## src/rtl/scan_time_calc.sv

```systemverilog
module scan_time_calc #(
  parameter int N_SIB   = 3,
  parameter int LEN_W   = 16,
  parameter int PAT_W   = 16,
  parameter int CNT_W   = 32,
  parameter int CUC_LEN = 5,
  localparam int IDX_W  = (N_SIB > 1) ? $clog2(N_SIB) : 1
) (
  input  logic             clk,
  input  logic             rst_n,
  input  logic             cfg_we,
  input  logic [IDX_W-1:0] cfg_idx,
  input  logic [LEN_W-1:0] cfg_len,
  input  logic [PAT_W-1:0] cfg_pat,
  input  logic             start,
  input  logic             seq_mode,
  output logic             busy,
  output logic             done,
  output logic [CNT_W-1:0] total_cycles,
  output logic [CNT_W-1:0] sib_cycles,
  output logic [CNT_W-1:0] cuc_cycles
);
  localparam int LEFT_W = PAT_W + 1;
  localparam logic [CNT_W-1:0] MAXV = {CNT_W{1'b1}};

  logic [LEN_W-1:0]  len_q  [N_SIB];
  logic [PAT_W-1:0]  pat_q  [N_SIB];
  logic [LEFT_W-1:0] left_q [N_SIB];
  logic              busy_q, done_q, mode_q, any_q;
  logic [IDX_W-1:0]  idx_q, cur_q;
  logic [CNT_W-1:0]  tot_q, sib_q, cuc_q;

  logic              open_w, last_w, any_nx, cur_done;
  logic [LEFT_W-1:0] left_nx;
  logic [CNT_W:0]    step_w;

  function automatic logic [CNT_W-1:0] sat_add(input logic [CNT_W-1:0] a, input logic [CNT_W:0] b);
    logic [CNT_W+1:0] s;
    s = {2'b00, a} + {1'b0, b};
    return (s > {2'b00, MAXV}) ? MAXV : s[CNT_W-1:0];
  endfunction

  assign last_w  = (idx_q == IDX_W'(N_SIB - 1));
  assign open_w  = busy_q && (left_q[idx_q] != '0) && (!mode_q || idx_q == cur_q);
  assign left_nx = open_w ? left_q[idx_q] - LEFT_W'(1) : left_q[idx_q];
  assign any_nx  = any_q || (left_nx != '0);
  assign cur_done = (cur_q == idx_q) ? (left_nx == '0) : (left_q[cur_q] == '0);
  assign step_w  = (CNT_W+1)'(open_w ? len_q[idx_q] : '0) + (CNT_W+1)'(1)
                 + (last_w ? (CNT_W+1)'(CUC_LEN) : '0);

  always_ff @(posedge clk or negedge rst_n) begin
    if (!rst_n) begin
      busy_q <= 1'b0;
      done_q <= 1'b0;
      mode_q <= 1'b0;
      any_q  <= 1'b0;
      idx_q  <= '0;
      cur_q  <= '0;
      tot_q  <= '0;
      sib_q  <= '0;
      cuc_q  <= '0;
      for (int i = 0; i < N_SIB; i++) begin
        len_q[i]  <= '0;
        pat_q[i]  <= '0;
        left_q[i] <= '0;
      end
    end else begin
      done_q <= 1'b0;
      if (!busy_q) begin
        if (cfg_we) begin
          for (int i = 0; i < N_SIB; i++) begin
            if (cfg_idx == IDX_W'(i)) begin
              len_q[i] <= cfg_len;
              pat_q[i] <= cfg_pat;
            end
          end
        end
        if (start) begin
          busy_q <= 1'b1;
          mode_q <= seq_mode;
          any_q  <= 1'b0;
          idx_q  <= '0;
          cur_q  <= '0;
          tot_q  <= sat_add('0, (CNT_W+1)'(N_SIB + CUC_LEN));
          sib_q  <= sat_add('0, (CNT_W+1)'(N_SIB));
          cuc_q  <= sat_add('0, (CNT_W+1)'(CUC_LEN));
          for (int i = 0; i < N_SIB; i++)
            left_q[i] <= {1'b0, pat_q[i]} + LEFT_W'(1);
        end
      end else begin
        left_q[idx_q] <= left_nx;
        tot_q <= sat_add(tot_q, step_w);
        sib_q <= sat_add(sib_q, (CNT_W+1)'(1));
        if (last_w) begin
          cuc_q <= sat_add(cuc_q, (CNT_W+1)'(CUC_LEN));
          idx_q <= '0;
          any_q <= 1'b0;
          if (!any_nx) begin
            busy_q <= 1'b0;
            done_q <= 1'b1;
          end else if (mode_q && cur_done) begin
            cur_q <= cur_q + IDX_W'(1);
          end
        end else begin
          idx_q <= idx_q + IDX_W'(1);
          any_q <= any_nx;
        end
      end
    end
  end

  assign busy         = busy_q;
  assign done         = done_q;
  assign total_cycles = tot_q;
  assign sib_cycles   = sib_q;
  assign cuc_cycles   = cuc_q;
endmodule

```

## config.mk

```make
export PLATFORM = sky130hd
export DESIGN_NAME = scan_time_calc
export DESIGN_NICKNAME = d
export VERILOG_FILES = /design/src/rtl/scan_time_calc.sv
export SDC_FILE = /design/constraint.sdc
export NUM_CORES = 1
export LEC_CHECK = 0
export CAP_MARGIN = 20
export CORE_MARGIN = 2
export CORE_UTILIZATION = 65
export CTS_CLUSTER_DIAMETER = 150
export CTS_CLUSTER_SIZE = 40
export DETAILED_ROUTE_END_ITERATION = 8
export DONT_BUFFER_PORTS = 1
export GPL_ROUTABILITY_DRIVEN = 0
export GPL_TIMING_DRIVEN = 0
export PLACE_DENSITY = 0.81
export SLEW_MARGIN = 25
export SYNTH_ARGS = -nofsm -noshare
export SYNTH_HDL_FRONTEND = slang
export SYNTH_SLANG_ARGS = --single-unit
```

## constraint.sdc

```tcl
create_clock -name clk -period 6.4 [get_ports clk]
set_input_delay 0.32 -clock clk [delete_from_list [all_inputs] [get_ports clk]]
set_output_delay 0.32 -clock clk [all_outputs]
set_load 0.03 [all_outputs]
```

# Word-level counts from Yosys, hierarchy flattened
# Index checks and enable logic that the tools add are counted.
[word_totals]
ff_bits = 251
out_inout_bits = 98
elab_cells = 110
[classes]
addsub = 11
magnitude_cmp = 6
eq_ne = 8
muxes = 45
n_bitwise = 3
n_reduce_logical = 19
[op_table]
columns = ["cell", "count"]
rows = [
  ["$mux W32", 10],
  ["$mux W17", 6],
  ["$mux W51", 2],
  ["$gt A33 B32 Y1 const B", 3],
  ["$add A16 B1 Y17 const B", 4],
  ["$bmux W17 S2", 2],
  ["$bwmux W51", 1],
  ["$mux W16", 3],
  ["$demux W17 S2", 1],
  ["$logic_not A17 Y1", 2],
  ["$reduce_bool A17 Y1", 2],
  ["$add A32 B1 Y33 const B", 1],
  ["$add A32 B18 Y33", 1],
  ["$add A32 B3 Y33 const B", 1],
  ["$bmux W16 S2", 1],
  ["$add A17 B3 Y18", 1],
  ["$sub A17 B1 Y17 const B", 1],
  ["$mux W2", 7],
  ["$mux W1", 11],
  ["$reduce_and A3 Y1", 3],
  ["$ge A3 B3 Y1 const B", 2],
  ["$ne A2 B1 Y1 const B", 3],
  ["$not A2 Y3", 2],
  ["$add A2 B1 Y2 const B", 2],
  ["13 further kinds", 20],
]

# Depth between registers and ports, before layout
[depth]
depth_word = 15
ltp_mapped = 28

# Worst setup path after synthesis
# No wires, ideal clock.
[synth_path]
path_kind = "reg-to-reg"
start = "register idx_q[1]"
end = "register tot_q[21], in the netlist total_cycles[21]"
setup_time_ns = 0.099
t_arrival_ns = 5.387
required_time_ns = 6.301
path_slack_ns = 0.913
stages_incl_launch_ff = 25
path_cell_list = "dfrtp_1 > buf_6 > mux2_2 > a22oi_2 > ha_1 > nor4b_4 > nand4_2 > o21ai_2 > buf_2 > buf_1 > nor2_1 > ha_1 > inv_1 > fa_1 > nor2b_1 > o21ai_0 > a21oi_1 > o21a_1 > o21ai_0 > a211o_1 > a21o_1 > a211o_1 > and3_1 > clkbuf_1 > a311oi_1"
[synth_via]
elab_chain_len = 14
word_cells_on_any_way = 21
classes_between = "add/sub: 3; order compare: 1; eq/ne: 2; mux: 10; bitwise: 1; reduce/logical: 4"
[synth_lines]
columns = ["element", "line_no", "source"]
rows = [
  ["start, declared", "30", "logic [IDX_W-1:0] idx_q, cur_q;"],
  ["start signal, assigned", "105", "idx_q <= idx_q + IDX_W'(1);"],
  ["$not A2 Y3 (not written as such)", "44, 48", ""],
  ["$bmux W17 S2", "44", "assign open_w = busy_q && (left_q[idx_q] != '0) && (!mode_q || idx_q == cur_q);"],
  ["$mux W17 (not written as such) (2 in a row)", "44", ""],
  ["$reduce_bool A17 Y1", "44", ""],
  ["$logic_and A1 B1 Y1 (2 in a row)", "44", ""],
  ["$mux W16", "48", "assign step_w = (CNT_W+1)'(open_w ? len_q[idx_q] : '0) + (CNT_W+1)'(1)"],
  ["$add A16 B1 Y17", "48", ""],
  ["$add A17 B3 Y18 (*)", "49", "+ (last_w ? (CNT_W+1)'(CUC_LEN) : '0);"],
  ["$add A32 B18 Y33 (*)", "39", "s = {2'b00, a} + {1'b0, b};"],
  ["$gt A33 B32 Y1", "40", "return (s > {2'b00, MAXV}) ? MAXV : s[CNT_W-1:0];"],
  ["$mux W32 (*)", "40", ""],
  ["$mux W32 (*)", "69", "if (!busy_q) begin"],
  ["end signal, assigned", "84", "tot_q <= sat_add('0, (CNT_W+1)'(N_SIB + CUC_LEN));"],
  ["end signal, assigned", "92", "tot_q <= sat_add(tot_q, step_w);"],
  ["end, declared", "31", "logic [CNT_W-1:0] tot_q, sib_q, cuc_q;"],
]
# Every way passes the cells marked *; elsewhere a longest branch is shown, timed or not. The select of a mux whose other input is x is not followed.
# A chain may end at the register's enable or synchronous reset.

# Final worst setup path
# Ends and elaborated chain as after synthesis.

==> qor.yml <==
synth:
  yosysWarnings: 0
  synth_edf_count: 0
  avgSynthCellArea_um2: 9.25
  ys_seq_area_share_pct: 41.3
  syn_area_um2: 15200
  syn_nets: 1726
  postSynth.asyncResetShare_pct: 100
  synth_most_common_cell: "dfrtp_1"
  synth_top_area_share_pct: 41.3
  synth_area_leaders: "dfrtp_1, mux2_2, a21oi_1"
  synth_top_area_cell: "dfrtp_1"
  ys_types: 81
  syn-instance-count: 1645
  synthTopCellsByCount: "dfrtp_1, a21oi_1, nor2_1"
  ys_ff_latch: 251
  ys.flop_type: "dfrtp_1"
grt:
  grt-ovfl-total: 0
  antenna_found_initial: 0
  grt_usage_pct: 35.0
  use_met3_pct: 6.66
  globalRouteMet1Util_pct: 47.9
  grt_pass1_wl_um: 68700
  grt_max_degree: 252
  grt_pass1_vias: 12800
  grt_busiest_layer: "met2"
  grt_use_met2_pct: 56.3
cells_and_area:
  fin_util_pct: 71.8
  stdcell_count: 2007
  syn_to_final_growth_pct: 7.56
  drive_gt1_share_pct: 9.80
  nets: 1775
  diodes: 0
  fill_cells: 1704
  design_area_um2: 16400
pwr:
  power_mw: 6.43
  clkPwrFrac_pct: 13.0
  seq_power_share_pct: 41.2
  leakagePower_nw: 6.80
  p_int_mw: 3.40
  switching_share_pct: 47.2
  combinationalPowerShare_pct: 45.9
  p_sw_mw: 3.03
  ir_worst_vdd_mv: 0.318
  power_density_nw_per_um2: 393
critical_path:
  r2r_slack_ns: 0.37
  cp_slowest_stage_delay_ns: 0.48
  setup.worst_path.class: "flip-flop to flip-flop"
  reg2regPathDepth: 26
  r2r_end: "total_cycles[21]"
  crit_required_ns: 6.83
  crit_slowest_cell: "dfrtp_2"
  r2r_start: "idx_q[1]"
  critPathLaunchType: "flip-flop"
  end_kind: "flip-flop"
  cp_max_fo: 10
  cp.arrival_ns: 6.46
detailed_routing:
  postRouteAntennaNets: 0
  drt_iter0_drc: 1320
  vias: 13500
  drt-pass1-iter-count: 5
  drt_wl_total_um: 43200
  avgViaCountPerCell: 6.70
  drc: 0
  wl_per_cell_um: 21.5
timing:
  hold_ws_ns: 0.00179
  tns_ns: 0
  setup-violations-final: 0
  final-hold-violation-count: 0
  slew_headroom_pct: 30.7
  worst_pin_slew_ns: 1.04
  fin_crit_ns: 6.03
  slew_viol_final: 0
  fmax_mhz: 166
  setup_ws_ns: 0.369
  rsz0062_at_grt: "false"
  clock-skew-final_ns: 0.0519
  period_share_pct: 94.2
die:
  die-height_um: 157
  core_area_um2: 22800
  rows: 55
  start_util_pct: 66.8
  ios: 137
  dieArea_um2: 24600
  fp.dieW_um: 157
cts:
  h-tree-depth: 1
  cts_sinks: 251
  path_clk_slew_ns: 0.15
  numCtsBuffers: 10
  ctsLongestPathBuffers: 3
  worstSkewPairLatency_ns: 0.51
  root_buffer: "clkbuf_16"
  cts_tree: "built"
placement:
  dpl.cell_count: 1958
  io_buffer_count: 0
  dp_hpwl_um: 31200
  postPlaceCellArea_um2: 15600
  pre_cts_ws_ns: -0.425
hold_path:
  holdPathEnd: "pat_q[26]"
  hp-class: "primary input to flip-flop"
  hold_path_depth: 1
  holdCritStartpoint: "cfg_pat[10]"
job:
  drv_cap: 0
status:
  outcome: "finished, final reports clean"
## layout make-up
| cell class | count | area, um^2 | area share (%) |
|---|---|---|---|
| tap | 313 | 392 | 2.39 |
| timing repair buffer | 39 | 423 | 2.58 |
| clock inverter | 1 | 30.0 | 0.183 |
| clock buffer | 11 | 275 | 1.68 |
| sequential | 251 | 6280 | 38.4 |
| inverter | 34 | 128 | 0.780 |
| multi-input combinational | 1253 | 8380 | 51.2 |
| buffer | 105 | 459 | 2.81 |
## logic make-up after synthesis
group / Yosys count / share of synthesized area (%)
simple gates: 542 / 18.0
compound gates: 442 / 18.3
flops: 251 / 41.3
mux: 143 / 10.2
buf+inv: 141 / 3.86
xor+xnor: 84 / 4.84
fa+ha+maj: 42 / 3.55
## worst max path at each step
| stage | slack (ns) | end | startpoint |
|---|---|---|---|
| CTS | 0.07 | total_cycles[21] | idx_q[1] |
| global route | 0.04 | total_cycles[21] | idx_q[1] |
| floorplan | 0.91 | total_cycles[21] | idx_q[1] |
| finish | 0.37 | total_cycles[21] | idx_q[1] |
| detailed placement | -0.42 | total_cycles[21] | idx_q[1] |
| global placement | -0.22 | total_cycles[21] | idx_q[1] |
## layout by cell type (no fill, tap or decap), drive strengths merged, types with 13 or more instances in the layout
master       instances
o2bb2ai             14
nand4               33
mux2                96
dfrtp              251
a31oi               35
a211oi              17
nor3                35
o21a                13
nor2               133
nand3               86
ha                  40
buf                 30
a21o                14
o21ai               64
a21oi              189
mux2i               47
inv                 34
a311oi              16
clkbuf              89
dlygate4sd3         36
and3                35
xnor2               55
nor4                23
nand2              119
xor2                29
## registers in the layout, indices dropped and copies added, names as in the netlist
signal / cells
any_q: 1
busy: 1
cuc_cycles: 32
cur_q: 2
done: 1
idx_q: 2
left_q: 51
len_q: 48
mode_q: 1
pat_q: 48
sib_cycles: 32
total_cycles: 32
## worst max-delay path, delay by kind of cell, from the launching register on
kind	cells	cell delay (ns)
adders and majority gates	4	1.01
and+or+nand+nor	5	1.09
muxes	1	0.23
AOI/OAI and AO/OA	10	2.31
DFF	1	0.48
buffers and inverters	6	0.82
## power by group through the flow
stage          combinational [mW]  clock (mW)  sequential, mW
2_1_floorplan                2.19           0            2.50
3_3_place_gp                 2.71           0            2.64
3_5_place_dp                 2.79           0            2.66
4_1_cts                      2.86       0.838            2.63
5_1_grt                      3.23       0.888            2.68
6_report                     2.95       0.834            2.65
## routing by layer
| layer | wire, um | share of wire [%] |
|---|---|---|
| met1 | 17600 | 41 |
| met2 | 19900 | 46 |
| met3 | 4090 | 9.5 |
| met4 | 1640 | 3.8 |
| met5 | 0 | 0 |
## timing repair
action / in CTS / in global routing
pin swaps: 0 / 0
buffers inserted: 0 / 1
gates cloned: 0 / 0
endpoints found under the setup margin: 14 / 25
resized for setup: 4 / 9
hold buffers: 33 / 4
endpoints found under the hold margin: 338 / 106
(Power assumes the default switching activity.)
